`config.mk`:
```
export PLATFORM = sky130hd
export DESIGN_NAME = serial_len_loader
export DESIGN_NICKNAME = d
export VERILOG_FILES = /design/src/rtl/sl_pkg.sv /design/src/rtl/sl_sync.sv /design/src/rtl/sl_shifter.sv /design/src/rtl/sl_regbank.sv /design/src/rtl/serial_len_loader.sv
export SDC_FILE = /design/constraint.sdc
export NUM_CORES = 1
export LEC_CHECK = 0
export BUFFER_PORTS_ARGS = -buffer_cell sky130_fd_sc_hd__buf_2
export CAP_MARGIN = 15
export CORE_ASPECT_RATIO = 0.8
export CORE_MARGIN = 5
export CORE_UTILIZATION = 58
export DETAILED_ROUTE_END_ITERATION = 7
export PLACE_DENSITY_LB_ADDON = 0.3
export SLEW_MARGIN = 15
export SYNTH_ARGS = -nofsm -noshare
export SYNTH_HDL_FRONTEND = slang
export SYNTH_SLANG_ARGS = --single-unit
```
`constraint.sdc`:
```
create_clock -name clk -period 2.66 [get_ports clk]
set_clock_uncertainty 0.1 [all_clocks]
set_input_delay 0.266 -clock clk [delete_from_list [all_inputs] [get_ports clk]]
set_output_delay 0.266 -clock clk [all_outputs]
set_load 0.03 [all_outputs]
```
`src/rtl/sl_pkg.sv`:
```
package sl_pkg;

  typedef enum logic [1:0] {
    TGT_NONE = 2'd0,
    TGT_CFG  = 2'd1,
    TGT_REF  = 2'd2,
    TGT_DIV  = 2'd3
  } tgt_e;

  // Destination chosen purely from the whole-byte length of a frame.
  function automatic tgt_e pick_target(input int nbytes, input int cfg_b,
                                       input int ref_b, input int div_b);
    if (nbytes == 0)          return TGT_NONE;
    else if (nbytes == cfg_b) return TGT_CFG;
    else if (nbytes == ref_b) return TGT_REF;
    else if (nbytes == div_b) return TGT_DIV;
    else                      return TGT_NONE;
  endfunction

endpackage

```
`src/rtl/sl_sync.sv`:
```
module sl_sync #(
  parameter int            W       = 3,
  parameter int            STAGES  = 2,
  parameter logic [W-1:0]  RST_VAL = '0
) (
  input  logic         clk,
  input  logic         rst,
  input  logic [W-1:0] d,
  output logic [W-1:0] q
);

  logic [W-1:0] stage_q [STAGES];

  generate
    for (genvar s = 0; s < STAGES; s++) begin : g_stage
      if (s == 0) begin : g_first
        always_ff @(posedge clk) begin
          if (rst) stage_q[s] <= RST_VAL;
          else     stage_q[s] <= d;
        end
      end else begin : g_next
        always_ff @(posedge clk) begin
          if (rst) stage_q[s] <= RST_VAL;
          else     stage_q[s] <= stage_q[s-1];
        end
      end
    end
  endgenerate

  assign q = stage_q[STAGES-1];

endmodule

```
`src/rtl/sl_shifter.sv`:
```
module sl_shifter #(
  parameter int BYTE_W    = 8,
  parameter int MAX_BYTES = 3,
  localparam int MAX_BITS = BYTE_W * MAX_BYTES,
  localparam int CNT_W    = $clog2(MAX_BITS + 1) + 1,
  localparam int BC_W     = $clog2(MAX_BYTES + 1)
) (
  input  logic                clk,
  input  logic                rst,
  input  logic                sclk_s,
  input  logic                din_s,
  input  logic                en_n_s,
  output logic                frame_done_q,
  output logic [BC_W-1:0]     frame_bytes_q,
  output logic [MAX_BITS-1:0] frame_data_q,
  output logic                out_bit_q,
  output logic                out_tick_q
);

  logic                sclk_d, en_n_d;
  logic [MAX_BITS-1:0] sh_q;
  logic [CNT_W-1:0]    cnt_q;

  logic sclk_rise, en_fall, en_rise, shift_now, len_ok;

  assign sclk_rise = sclk_s & ~sclk_d;
  assign en_fall   = ~en_n_s & en_n_d;
  assign en_rise   = en_n_s & ~en_n_d;
  assign shift_now = sclk_rise & ~en_n_s;

  assign len_ok = (cnt_q != '0) &&
                  (int'(cnt_q) <= MAX_BITS) &&
                  ((int'(cnt_q) % BYTE_W) == 0);

  always_ff @(posedge clk) begin
    if (rst) begin
      sclk_d <= 1'b0;
      en_n_d <= 1'b1;
    end else begin
      sclk_d <= sclk_s;
      en_n_d <= en_n_s;
    end
  end

  // Shift path: keeps the most recent MAX_BITS bits; the old MSB leaves as cascade data.
  always_ff @(posedge clk) begin
    if (rst) begin
      sh_q       <= '0;
      out_bit_q  <= 1'b0;
      out_tick_q <= 1'b0;
    end else begin
      out_tick_q <= shift_now;
      if (shift_now) begin
        out_bit_q <= sh_q[MAX_BITS-1];
        sh_q      <= {sh_q[MAX_BITS-2:0], din_s};
      end
    end
  end

  // Saturating bit counter, cleared when a frame opens.
  always_ff @(posedge clk) begin
    if (rst) begin
      cnt_q <= '0;
    end else if (en_fall) begin
      cnt_q <= shift_now ? CNT_W'(1) : '0;
    end else if (shift_now && (cnt_q != '1)) begin
      cnt_q <= cnt_q + 1'b1;
    end
  end

  always_ff @(posedge clk) begin
    if (rst) begin
      frame_done_q  <= 1'b0;
      frame_bytes_q <= '0;
      frame_data_q  <= '0;
    end else begin
      frame_done_q <= en_rise;
      if (en_rise) begin
        frame_bytes_q <= len_ok ? BC_W'(int'(cnt_q) / BYTE_W) : '0;
        frame_data_q  <= sh_q;
      end
    end
  end

  // with the frame enable high nothing enters the shift path.
  a_r7_idle_no_shift: assert property (@(posedge clk) disable iff (rst)
    (en_n_s && en_n_d) |=> $stable(sh_q));

  // a frame whose length is not whole bytes reports no bytes.
  a_r6_partial_byte: assert property (@(posedge clk) disable iff (rst)
    (en_rise && ((int'(cnt_q) % BYTE_W) != 0)) |=> (frame_bytes_q == '0));

  // an overlong frame reports no bytes.
  a_r6_overlong: assert property (@(posedge clk) disable iff (rst)
    (en_rise && (int'(cnt_q) > MAX_BITS)) |=> (frame_bytes_q == '0));

endmodule

```
`src/rtl/sl_regbank.sv`:
```
module sl_regbank
  import sl_pkg::*;
#(
  parameter int BYTE_W    = 8,
  parameter int CFG_BYTES = 1,
  parameter int REF_BYTES = 2,
  parameter int DIV_BYTES = 3,
  localparam int MAX_BITS = BYTE_W * DIV_BYTES,
  localparam int BC_W     = $clog2(DIV_BYTES + 1),
  localparam int CFG_W    = BYTE_W * CFG_BYTES,
  localparam int REF_W    = BYTE_W * REF_BYTES,
  localparam int DIV_W    = BYTE_W * DIV_BYTES
) (
  input  logic                clk,
  input  logic                rst,
  input  logic                frame_done,
  input  logic [BC_W-1:0]     frame_bytes,
  input  logic [MAX_BITS-1:0] frame_data,
  input  logic                div_load,
  input  logic                ref_load,
  output logic [CFG_W-1:0]    cfg_q,
  output logic [REF_W-1:0]    ref_q,
  output logic [DIV_W-1:0]    div_q
);

  logic [REF_W-1:0] ref_stg_q;
  logic [DIV_W-1:0] div_stg_q;
  logic             ref_pend_q, div_pend_q;
  tgt_e             tgt;
  logic             commit;

  assign tgt    = frame_done ? pick_target(int'(frame_bytes), CFG_BYTES, REF_BYTES, DIV_BYTES)
                             : TGT_NONE;
  assign commit = div_pend_q & ~div_load & ~ref_load;

  always_ff @(posedge clk) begin
    if (rst) begin
      cfg_q      <= '0;
      ref_q      <= '0;
      div_q      <= '0;
      ref_stg_q  <= '0;
      div_stg_q  <= '0;
      ref_pend_q <= 1'b0;
      div_pend_q <= 1'b0;
    end else begin
      if (commit) begin
        div_q      <= div_stg_q;
        div_pend_q <= 1'b0;
        ref_pend_q <= 1'b0;
        if (ref_pend_q) ref_q <= ref_stg_q;
      end
      case (tgt)
        TGT_CFG: cfg_q <= frame_data[CFG_W-1:0];
        TGT_REF: begin
          ref_stg_q  <= frame_data[REF_W-1:0];
          ref_pend_q <= 1'b1;
        end
        TGT_DIV: begin
          div_stg_q  <= frame_data[DIV_W-1:0];
          div_pend_q <= 1'b1;
        end
        default: ;
      endcase
    end
  end

  // active ratios hold while either counter is reloading.
  a_r5_hold_while_loading: assert property (@(posedge clk) disable iff (rst)
    (div_load || ref_load) |=> ($stable(div_q) && $stable(ref_q)));

  // the active reference moves only with a commit that had a staged value.
  a_r3_ref_with_commit: assert property (@(posedge clk) disable iff (rst)
    !$stable(ref_q) |-> $past(div_pend_q && ref_pend_q));

  // without a pending divider word nothing active moves.
  a_r4_idle_no_change: assert property (@(posedge clk) disable iff (rst)
    !div_pend_q |=> ($stable(div_q) && $stable(ref_q)));

  // configuration changes only at the end of a frame.
  a_r2_cfg_only_on_frame: assert property (@(posedge clk) disable iff (rst)
    !frame_done |=> $stable(cfg_q));

endmodule

```
`src/rtl/serial_len_loader.sv`:
```
module serial_len_loader #(
  parameter int BYTE_W    = 8,
  parameter int CFG_BYTES = 1,
  parameter int REF_BYTES = 2,
  parameter int DIV_BYTES = 3,
  parameter int SYNC_LEN  = 2,
  localparam int CFG_W    = BYTE_W * CFG_BYTES,
  localparam int REF_W    = BYTE_W * REF_BYTES,
  localparam int DIV_W    = BYTE_W * DIV_BYTES,
  localparam int MAX_BITS = DIV_W,
  localparam int BC_W     = $clog2(DIV_BYTES + 1),
  localparam int CASC_BIT = CFG_W - 1,
  localparam int GP_BIT   = CFG_W - 2
) (
  input  logic             clk,
  input  logic             rst,
  input  logic             sclk,
  input  logic             sdin,
  input  logic             sen_n,
  input  logic             div_load,
  input  logic             ref_load,
  output logic [CFG_W-1:0] cfg_o,
  output logic [REF_W-1:0] ref_o,
  output logic [DIV_W-1:0] div_o,
  output logic             dout
);

  logic [2:0]          pins_s;
  logic                frame_done;
  logic [BC_W-1:0]     frame_bytes;
  logic [MAX_BITS-1:0] frame_data;
  logic                out_bit, out_tick;
  logic                dout_q;

  sl_sync #(.W(3), .STAGES(SYNC_LEN), .RST_VAL(3'b100)) u_sync (
    .clk (clk),
    .rst (rst),
    .d   ({sen_n, sclk, sdin}),
    .q   (pins_s)
  );

  sl_shifter #(.BYTE_W(BYTE_W), .MAX_BYTES(DIV_BYTES)) u_shift (
    .clk           (clk),
    .rst           (rst),
    .sclk_s        (pins_s[1]),
    .din_s         (pins_s[0]),
    .en_n_s        (pins_s[2]),
    .frame_done_q  (frame_done),
    .frame_bytes_q (frame_bytes),
    .frame_data_q  (frame_data),
    .out_bit_q     (out_bit),
    .out_tick_q    (out_tick)
  );

  sl_regbank #(
    .BYTE_W(BYTE_W), .CFG_BYTES(CFG_BYTES),
    .REF_BYTES(REF_BYTES), .DIV_BYTES(DIV_BYTES)
  ) u_regs (
    .clk         (clk),
    .rst         (rst),
    .frame_done  (frame_done),
    .frame_bytes (frame_bytes),
    .frame_data  (frame_data),
    .div_load    (div_load),
    .ref_load    (ref_load),
    .cfg_q       (cfg_o),
    .ref_q       (ref_o),
    .div_q       (div_o)
  );

  // Output pin: cascade data when enabled, otherwise a static level.
  always_ff @(posedge clk) begin
    if (rst)                   dout_q <= 1'b0;
    else if (!cfg_o[CASC_BIT]) dout_q <= cfg_o[GP_BIT];
    else if (out_tick)         dout_q <= out_bit;
  end

  assign dout = dout_q;

  // in cascade mode the pin only moves on a shift.
  a_r8_cascade_hold: assert property (@(posedge clk) disable iff (rst)
    (cfg_o[CASC_BIT] && $past(cfg_o[CASC_BIT]) && !out_tick) |=> $stable(dout));

endmodule

```
== After elaboration in Yosys (flattened, before gate mapping) ==
Memory sizes are Yosys's and may differ from the RTL's.
Index checks and enable logic that the tools add are counted.
Word-level totals
  register bits after elaboration: 152
  latch bits: 0
  RAM bits: 6
  bits in read-only memories: 0
  input port bits: 7
  memories: 1
Operators by class
  add/sub/neg operators: 1
  multiply operators: 0
  div/mod/pow operators: 0
  $lt $le $gt $ge: 1
  equality and inequality tests: 8
  shift-type cells: 0
  multiplexer cells: 19
  bitwise logic cells: 13
  reductions and logical operators: 10
Memories
  u_sync.stage_q: depth 2, bits a word 3, read ports 2, clocked after memory_dff 0, wr ports 2, line sl_sync.sv:12  | logic [W-1:0] stage_q [STAGES];
Operator list (count)
  32-bit logical NOT: 1
  2-bit 2-to-1 mux: 6
  6-bit 2-to-1 mux: 2
  1-bit 2-to-1 mux: 9
  2-bit == test (second input constant): 4
  6-bit by 1-bit adder with 6-bit output (second input constant): 1
  1-bit AND: 6
  6-bit by 5-bit <= comparator with 1-bit output (second input constant): 1
  3-bit 2-to-1 mux: 2
  6-bit != test (second input constant): 1
  2-bit nonzero test: 3
  6-bit nonzero test: 1
  1-bit inverter: 5
  2-bit by 1-bit == test with 1-bit output (second input constant): 2
  1-bit logical AND: 3
  2-bit logical NOT: 1
  2-bit != test (second input constant): 1
  1-bit bitwise OR: 2
  2-bit AND reduction: 1

== Logic depth before layout (Yosys ltp) ==
Gate-level depths: netlist (run 1).
  depth in word-level cells: 8
  mapped depth: 6
  depth with buffers taken out: 5

== By module ==
Synthesis (run 1) repeated with hierarchy kept, for this count alone.
Unflattened totals
  cells, all modules: 620
  area, all modules: 6115.9 µm²
Modules (own cells, without submodules)
  sl_regbank: instances 1, cells each 325, area each 3638.5 µm²
  sl_shifter: instances 1, cells each 279, area each 2273.4 µm²
  sl_sync: instances 1, cells each 12, area each 157.7 µm²
  serial_len_loader: instances 1, cells each 4, area each 46.3 µm²

== Worst setup path before layout (run 1) ==
No wires, ideal clock.
  kind: register to register
  start: register u_shift.cnt_q[0]
  end: register u_shift.cnt_q[3]
  setup time: 0.070 ns
  arrival: 1.232 ns
  data required time: 2.490 ns
  path slack: 1.258 ns
  stages on the path, launching flop included: 5
  buffers on the path: 0
  period minus slack after synthesis: 1.402 ns
  cell sequence: dfxtp_1 > ha_1 > and4_4 > or3_1 > a21oi_1
Between the ends
  word-level cells in the longest chain between the ends: 3
Ends and longest elaborated chain
  start: declaration: line sl_shifter.sv:22  | logic [CNT_W-1:0] cnt_q;
  start signal: assignment: line sl_shifter.sv:65  | cnt_q <= shift_now ? CNT_W'(1) : '0;
  start signal: assignment: line sl_shifter.sv:67  | cnt_q <= cnt_q + 1'b1;
  6-bit by 1-bit adder with 6-bit output / 6-bit != test (equally long branches): line sl_shifter.sv:67, sl_shifter.sv:66
  6-bit 2-to-1 mux / 1-bit logical AND (equally long branches): line sl_shifter.sv:66  | end else if (shift_now && (cnt_q != '1)) begin
  6-bit 2-to-1 mux / 2-bit nonzero test (equally long branches)
Several ways; a longest one is shown, not always the timed one. The select of a mux whose other input is x is not followed.
A chain may end at the register's enable or synchronous reset.

==> out/results.ini, run 1 <==
[critical_path]
critPathLaunchType=register
reg2reg_from=u_sync.stage_q[1][2]
reg2regPathDepth=4
reg2reg_slack_ps=830
path_max_fanout=28
timing.rr.end=u_shift.cnt_q[5]
arrival_ps=2070
crit_required_ps=2890
cp-end-kind=register
worst-setup-path-type=register to register

[synthesis]
syn_nets=688
synth_common_cells=nand2_1, dfxtp_1, a21oi_1
ys_warn_count=0
synth_area_leaders=dfxtp_1, nand2_1, a21oi_1
ys_seq_area_share_pct=57.1
synth-edff-count=0
synth_most_common_cell=nand2_1
synthArstFlopShare_pct=0
yosys.area.top_type=dfxtp_1
yosysUniqueCellTypes=33
syn_inst=679
synth_ff_type=dfxtp_1
synth_area_um2=5540
synth_area_per_cell_um2=8.15
synth_top_area_share_pct=57.1
ys_ff_latch=158

[timing]
tns_ps=0
rsz0062_at_grt=false
finalHoldViolations=0
setup_viol=0
slew_headroom_pct=36.7
hold_slack_ps=102
slew_violations=0
min_period_ps=1830
fmax_mhz=545
fin_crit_sh_pct=68.9
worst_pin_slew_ps=947

[detailed_routing]
top_layer=met4
first_pass_iters=5
wl_um=11700
wl_met1_um=5410
ant_nets=0
route.met2.wl_um=5560
num_vias=4570
drtIter0Drc=356
vias_per_cell=5.40
wl_met3_um=595
drc=0
wl_per_cell_um=13.9

[power_and_ir_drop]
power.density_nw_per_um2=772
leakage_nw=2.39
ir_worst_vdd_uv=668
total_power_w=0.00501

[placed_design]
gp_congestion=0.836
numPortBuffers=55
dp_hpwl_um=7560

[clocking]
cts_tree=yes
htree_levels=4
cts_buffers=17
post_cts_buffers=0
worstSkewPairLatency_ps=410
clockBufferDepth=2
clkSinkCount=158
root_buffer=clkbuf_16
clkTransAtPathRegs_ps=60

[hold_path]
hold_class=input pin to register
hold-path-cell-count=4
min_from=div_load
hold_path_end=u_regs.div_q[1]

[floorplanning]
die_area_um2=11600
die-height_um=97.4
rows=31
start_util_pct=60.2
coreArea_um2=9190
ios=56
die_x_um=119

[finish]
seq_area_um2=3160
drive_above_1_share_pct=14.1
fin_nets=727
multiInputGateArea_um2=2160
n_antenna_cell=0
nFillCells=726
area_growth_pct=17.2

[grt]
grt_antenna_before_repair=0
grt_max_degree=71
grt_pass1_vias=4290
grt_pass1_wl_um=19900
gr-total-overflow=0
grtUsageTotal_pct=20.9

[flow_run]
max-cap-violations=0

[run_status]
status=complete, no violations

[cells in the final DEF (no fill, tap or decap), drive strengths merged]
master       instances
nor3                 5
o21ai                2
nand2b               3
dlygate4sd3          3
a211oi               2
dfxtp              158
buf                 64
inv                  3
a22oi                2
nand4                2
and3                 1
or2                  4
mux2i                9
and2                 2
ha                   2
nor3b                2
bufinv               4
nor4                 1
clkinv               5
or3                  1
nor2b                6
nor2                18
nand3                3
nand2              263
clkbuf              22
a31oi                3
or3b                 1
a21oi              135
nand3b               2
and4                 1
nor4b                2
[registers in the layout, summed over array words and instances, names as in the netlist, 2 cells and up]
signal / cells
u_regs.ref_stg_q: 16
u_regs.cfg_q: 8
u_shift.frame_bytes_q: 2
u_sync.stage_q: 6
u_regs.div_stg_q: 24
u_shift.sh_q: 24
u_regs.ref_q: 16
u_regs.div_q: 24
u_shift.frame_data_q: 24
u_shift.cnt_q: 6
[report_power, final]
group,internal (W),switching (W)
clock,0.00167,0.000899
combinational,0.0000170,0.0000498
sequential,0.00237,0.00000318
[repair_timing]
item / CTS / global route
endpoints found under the hold margin: 3 / 0
hold buffers: 3 / 0
gates resized for setup: 0 / 0
[worst max path at each step]
stage	to	depth (start not counted)	from
floorplan	u_shift.cnt_q[3]	4	u_shift.cnt_q[0]
detailed placement	u_shift.cnt_q[5]	4	u_sync.stage_q[1][2]
finish	u_shift.cnt_q[5]	4	u_sync.stage_q[1][2]
CTS	u_shift.cnt_q[5]	4	u_sync.stage_q[1][2]
global placement	u_shift.cnt_q[5]	4	u_sync.stage_q[1][2]
global route	u_shift.cnt_q[5]	4	u_sync.stage_q[1][2]
[metrics by stage]
step / std cells / util, % / worst slack (ps) / instance area (um2)
finish: 846 / 70.6 / 827 / 6490
CTS: 846 / 70.6 / 840 / 6490
floorplan: 679 / - / 1260 / 5540
detailed placement: 811 / 63.3 / 848 / 5820
global route: 846 / 70.6 / 714 / 6490
global placement: 811 / 63.3 / 915 / 5820
[cell type report]
type	count	share of cell area, %
sequential	158	48.7
multi-input combinational	472	33.3
clock buffer	22	7.46
timing repair buffer	67	5.78
clock inverter	10	2.43
tap	115	2.22
inverter	2	0.116
[critical path: stages (launching register included)]
cell,delay (ps)
dfxtp_1,350
or3b_1,770
nor3_2,250
a31oi_1,100
nor3_1,190
[layer usage]
layer | global-route usage, % | vias to the layer above
li1 | - | 2282
met1 | 26.8 | 2164
met2 | 33.6 | 105
met3 | 5.59 | 19
met4 | 7.93 | 0
met5 | 0 | -
[kinds of logic after synthesis]
family | Yosys count | share of synthesized area, %
simple gates | 317 | 23.6
compound gates | 144 | 13.3
flops | 158 | 57.1
buf+inv | 49 | 3.89
fa+ha+maj | 2 | 0.452
mux | 9 | 1.63
Power figures use the tool's default switching activity.
==> run 2: changes to the inputs <==
CORE_UTILIZATION = 52   (was 58)
clock period = 1.6 ns   (was 2.66 ns; I/O delays follow)
==> run 2 against run 1 <==
Effect of this change:
- non-clock buffer count is 8 higher
- count of clock-buffer cells in the layout is 1 higher
- routed wire length is 0.26% higher
- first-iteration DRC count is 6.2% higher
- register-to-register slack worse by 690 ps
==> out/results.ini, run 2 (synthesis gave the netlist of run 1 again) <==
[power_and_ir_drop]
ir_worst_vdd_uv=740
p_switching_w=0.00161
pwr-share-comb_pct=1.4
p_int_w=0.00684
power.density_nw_per_um2=1270
seq_power_share_pct=46.8
leakage_nw=2.43
p_sw_share_pct=19.0
clkPwrFrac_pct=51.8
total_power_w=0.00844

[critical_path]
path_max_fanout=18
cp_slowest_cell=dfxtp_1
reg2reg_slack_ps=130
cp-end-kind=register
worst-setup-path-type=register to register
critical_path_buf_inv_count=1
critPathLaunchType=register
crit_family=simple AND/OR/NAND/NOR gates
arrival_ps=1660
cpPeakStageDelay_ps=340
crit_path_cell_trace=nor3b_2 -> buf_4 -> nand2_1 -> a31oi_1 -> a211oi_1
crit_required_ps=1790

[clocking]
clkSinkCount=158
cts_tree=yes
cts_buffers=17
clockBufferDepth=2
htree_levels=4
clkTransAtPathRegs_ps=60
worstSkewPairLatency_ps=410
root_buffer=clkbuf_16

[floorplanning]
coreArea_um2=10300
die_area_um2=12800
start_util_pct=53.6
rows=33
die_x_um=125
die-height_um=102
ios=56

[timing]
tns_ps=0
slew_violations=0
min_period_ps=1470
setup_viol=0
hold_slack_ps=119
fin_crit_sh_pct=91.8
finalHoldViolations=0
worst_pin_slew_ps=555
rsz0062_at_grt=false
fmax_mhz=681
slew_headroom_pct=63.0

[finish]
area_growth_pct=20.0
drive_above_1_share_pct=15.3
n_antenna_cell=0
fin_nets=735
nFillCells=890
final_cell_mix=nand2_1, dfxtp_1, a21oi_1
finalNonFillerCells=879
utilization_pct=64.3
layout_commonest_cell=nand2_1

[placed_design]
dp_hpwl_um=7770
place_inst=844
numPortBuffers=55
gp_congestion=0.851

[hold_path]
hold_class=input pin to register

[detailed_routing]
vias_per_cell=5.18
wl_um=11800
wl_per_cell_um=13.4
first_pass_iters=7
ant_nets=0
num_vias=4555
drc=0
drtIter0Drc=378

[grt]
gr-total-overflow=0
grt_max_degree=56
grt_antenna_before_repair=0
grt_pass1_wl_um=19800
grtUsageTotal_pct=18.6
grt_pass1_vias=4314

[flow_run]
max-cap-violations=0

[run_status]
status=complete, no violations

-- run 2: changes by cell type in the layout (fill, tap and decap cells not counted) --
cell / before / now
buf_12: 0 / 3
buf_4: 10 / 15
clkbuf_1: 1 / 0
clkbuf_8: 4 / 6
clkinv_2: 4 / 2
clkinvlp_4: 0 / 2
ha_1: 2 / 1
ha_2: 0 / 1
inv_6: 1 / 0
-- run 2: worst reg2reg max path: stages (launching register included) --
cell	delay, ps
dfxtp_1	340
nor3b_2	300
buf_4	280
nand2_1	90
a31oi_1	150
a211oi_1	90
-- run 2: per-layer routing --
metal	routed length, um	part of all wire, %	track usage (%)	vias up
met1	5350	45	23.1	2134
met3	699	5.9	6.01	11
met5	0	0	0	-
met2	5640	48	32.0	118
li1	-	-	-	2292
met4	76	0.65	4.83	0
-- run 2: power by group through the flow --
| stage | combinational [W] | sequential [W] | clock (W) |
|---|---|---|---|
| global route | 0.000131 | 0.00395 | 0.00462 |
| finish | 0.000118 | 0.00395 | 0.00438 |
| detailed placement | 0.000112 | 0.00404 | 0 |
| global placement | 0.000111 | 0.00403 | 0 |
| floorplan | 0.0000766 | 0.00403 | 0 |
| CTS | 0.000118 | 0.00395 | 0.00443 |
-- run 2: area by class of cell --
type                    instances  area, um2  share of cell area (%)
clock buffers                  23        508                    7.65
clock inverters                 9        154                    2.32
inverters                       2       7.51                   0.113
multi-input cells             472       2160                    32.5
flip-flops and latches        158       3160                    47.6
well taps                     140        175                    2.64
repair buffers                 75        473                    7.12
-- run 2: worst paths after layout --
check,startpoint,depth (start not counted),end
worst max-delay path,u_sync.stage_q[1][2],5,u_shift.cnt_q[2]
worst min-delay path,rst,2,u_regs.cfg_q[7]
worst max register to register,u_sync.stage_q[1][2],5,u_shift.cnt_q[2]
worst min register to register,u_sync.stage_q[0][2],1,u_sync.stage_q[1][2]
-- run 2: metrics by stage --
step	setup slack [ps]	cell area, um2
after global routing	7.14	6640
after CTS	98.1	6640
final	132	6640
after detailed placement	110	5950
after global placement	151	5950
after floorplan	198	5540
-- run 2: timing repair --
action                                 in CTS  in global routing
endpoints found under the hold margin       3                  0
setup endpoints to repair                   0                  1
buffers inserted                            0                  0
hold buffers                                3                  0
gates resized for setup                     0                  1
==> run 3: changes to the inputs <==
RECOVER_POWER = 50   (was default)
==> run 3 against run 2 <==
Effect of this change:
- register-to-register slack is essentially flat
- sequential power is essentially flat
- combinational power is essentially flat
- critical path depth is the same
- die area is the same
- sequential share of layout area grew 0.48 points
- first-iteration DRC count shrank 7.1%
- hold slack gained 13 ps
- routed wire length shrank 0.27%
- fmax grew 0.23%
- via count shrank 1.3%
- cell area shrank 1.0%
==> out/results.ini, run 3 (synthesis gave the netlist of run 1 again) <==
[run_status]
status=complete, no violations

[finish]
fin_nets=735
n_antenna_cell=0
final_cell_mix=nand2_1, dfxtp_1, a21oi_1
drive_above_1_share_pct=8.66
layout_commonest_cell=nand2_1
area_growth_pct=18.8

[placed_design]
dp_hpwl_um=7770
numPortBuffers=55
gp_congestion=0.851
pre_cts_ws_ps=110

[critical_path]
arrival_ps=1650
crit_required_ps=1790
crit_path_cell_trace=nor3b_2 -> buf_4 -> nand2_1 -> a31oi_1 -> a211oi_1
critPathLaunchType=register
reg2reg_from=u_sync.stage_q[1][2]
reg2regPathDepth=5
reg2reg_slack_ps=140
cp-end-kind=register
cp_slowest_cell=dfxtp_1
path_max_fanout=18
cpPeakStageDelay_ps=340
worst-setup-path-type=register to register
timing.rr.end=u_shift.cnt_q[2]

[grt]
top_usage_layer=met2
grt_pass1_wl_um=19800
use_met3_pct=6.01
grtUsageTotal_pct=18.6
grt_antenna_before_repair=0
grt_pass1_vias=4314
gr-total-overflow=0
grt_max_degree=56
grt.met2_usage_pct=32.0
use_met1_pct=23.1

[detailed_routing]
drtIter0Drc=351
vias_per_cell=5.11
wl_per_cell_um=13.3
num_vias=4496
wl_um=11700
drc=0
first_pass_iters=4
ant_nets=0

[floorplanning]
start_util_pct=53.6
coreArea_um2=10300
die-height_um=102
rows=33
die_area_um2=12800
die_x_um=125
ios=56

[timing]
hold_slack_ps=132
final.setup.worst_slack_ps=135
finalHoldViolations=0
setup_viol=0
rsz0062_at_grt=false
slew_headroom_pct=62.3
slew_violations=0
worst_pin_slew_ps=566
tns_ps=0
fmax_mhz=683
min_period_ps=1460
fin_crit_sh_pct=91.6

[clocking]
cts_tree=yes
clockBufferDepth=2
worstSkewPairLatency_ps=400
clkTransAtPathRegs_ps=60
root_buffer=clkbuf_16
clkSinkCount=158
htree_levels=4
cts_buffers=17

[hold_path]
hold_path_end=u_regs.cfg_q[7]
hold_class=input pin to register
min_from=rst
hold-path-cell-count=2

[power_and_ir_drop]
ir_worst_vdd_uv=739
leakage_nw=2.22
power.density_nw_per_um2=1280

[flow_run]
max-cap-violations=0

[run 3: metal layers]
| metal | share of wire [%] | vias to the layer above | routed length (um) |
|---|---|---|---|
| li1 | - | 2296 | - |
| met1 | 45 | 2088 | 5230 |
| met2 | 48 | 108 | 5670 |
| met3 | 6.8 | 4 | 794 |
| met4 | 0.32 | 0 | 38 |
| met5 | 0 | - | 0 |
[run 3: cell type report]
| type | instances | area, um2 |
|---|---|---|
| clock buffer | 23 | 508 |
| clock inverter | 9 | 154 |
| fill | 913 | 3750 |
| inverter | 2 | 7.51 |
| multi-input combinational | 472 | 2160 |
| sequential | 158 | 3160 |
| tap | 140 | 175 |
| timing repair buffer | 75 | 407 |
[run 3: worst max-delay path: cells and delay by family, from the launching register on]
family	cells	cell delay, ps
buffers and inverters	1	280
and+or+nand+nor	2	390
DFF	1	340
AOI/OAI and AO/OA	2	240
[run 3: power by group]
part / switching (W) / internal [W] / leakage, nW
Sequential: 0.00000527 / 0.00394 / 1.27
Combinational: 0.0000833 / 0.0000342 / 0.620
Clock: 0.00150 / 0.00286 / 0.321
[run 3: how the worst max path moves through the flow]
stage,endpoint,slack (ps),start
5_1_grt,u_shift.frame_bytes_q[0],7,u_shift.cnt_q[0]
3_3_place_gp,u_shift.cnt_q[3],150,u_shift.cnt_q[0]
6_report,u_shift.cnt_q[2],140,u_sync.stage_q[1][2]
4_1_cts,u_shift.cnt_q[3],100,u_shift.cnt_q[0]
2_1_floorplan,u_shift.cnt_q[3],200,u_shift.cnt_q[0]
3_5_place_dp,u_shift.cnt_q[3],110,u_shift.cnt_q[0]
[run 3: stage by stage]
stage / cells / total power (W) / util (%) / instance area, um2
global route: 879 / 0.00869 / 63.7 / 6580
CTS: 879 / 0.00850 / 64.3 / 6640
finish: 879 / 0.00842 / 63.7 / 6580
detailed placement: 844 / 0.00415 / 57.6 / 5950
floorplan: 679 / 0.00411 / - / 5540
global placement: 844 / 0.00415 / 57.6 / 5950
[run 3: timing repair]
item	in CTS	in global routing
hold buffers	3	0
gates resized for setup	0	1
hold endpoints to repair	3	0
endpoints found under the setup margin	0	1
setup buffers	0	0
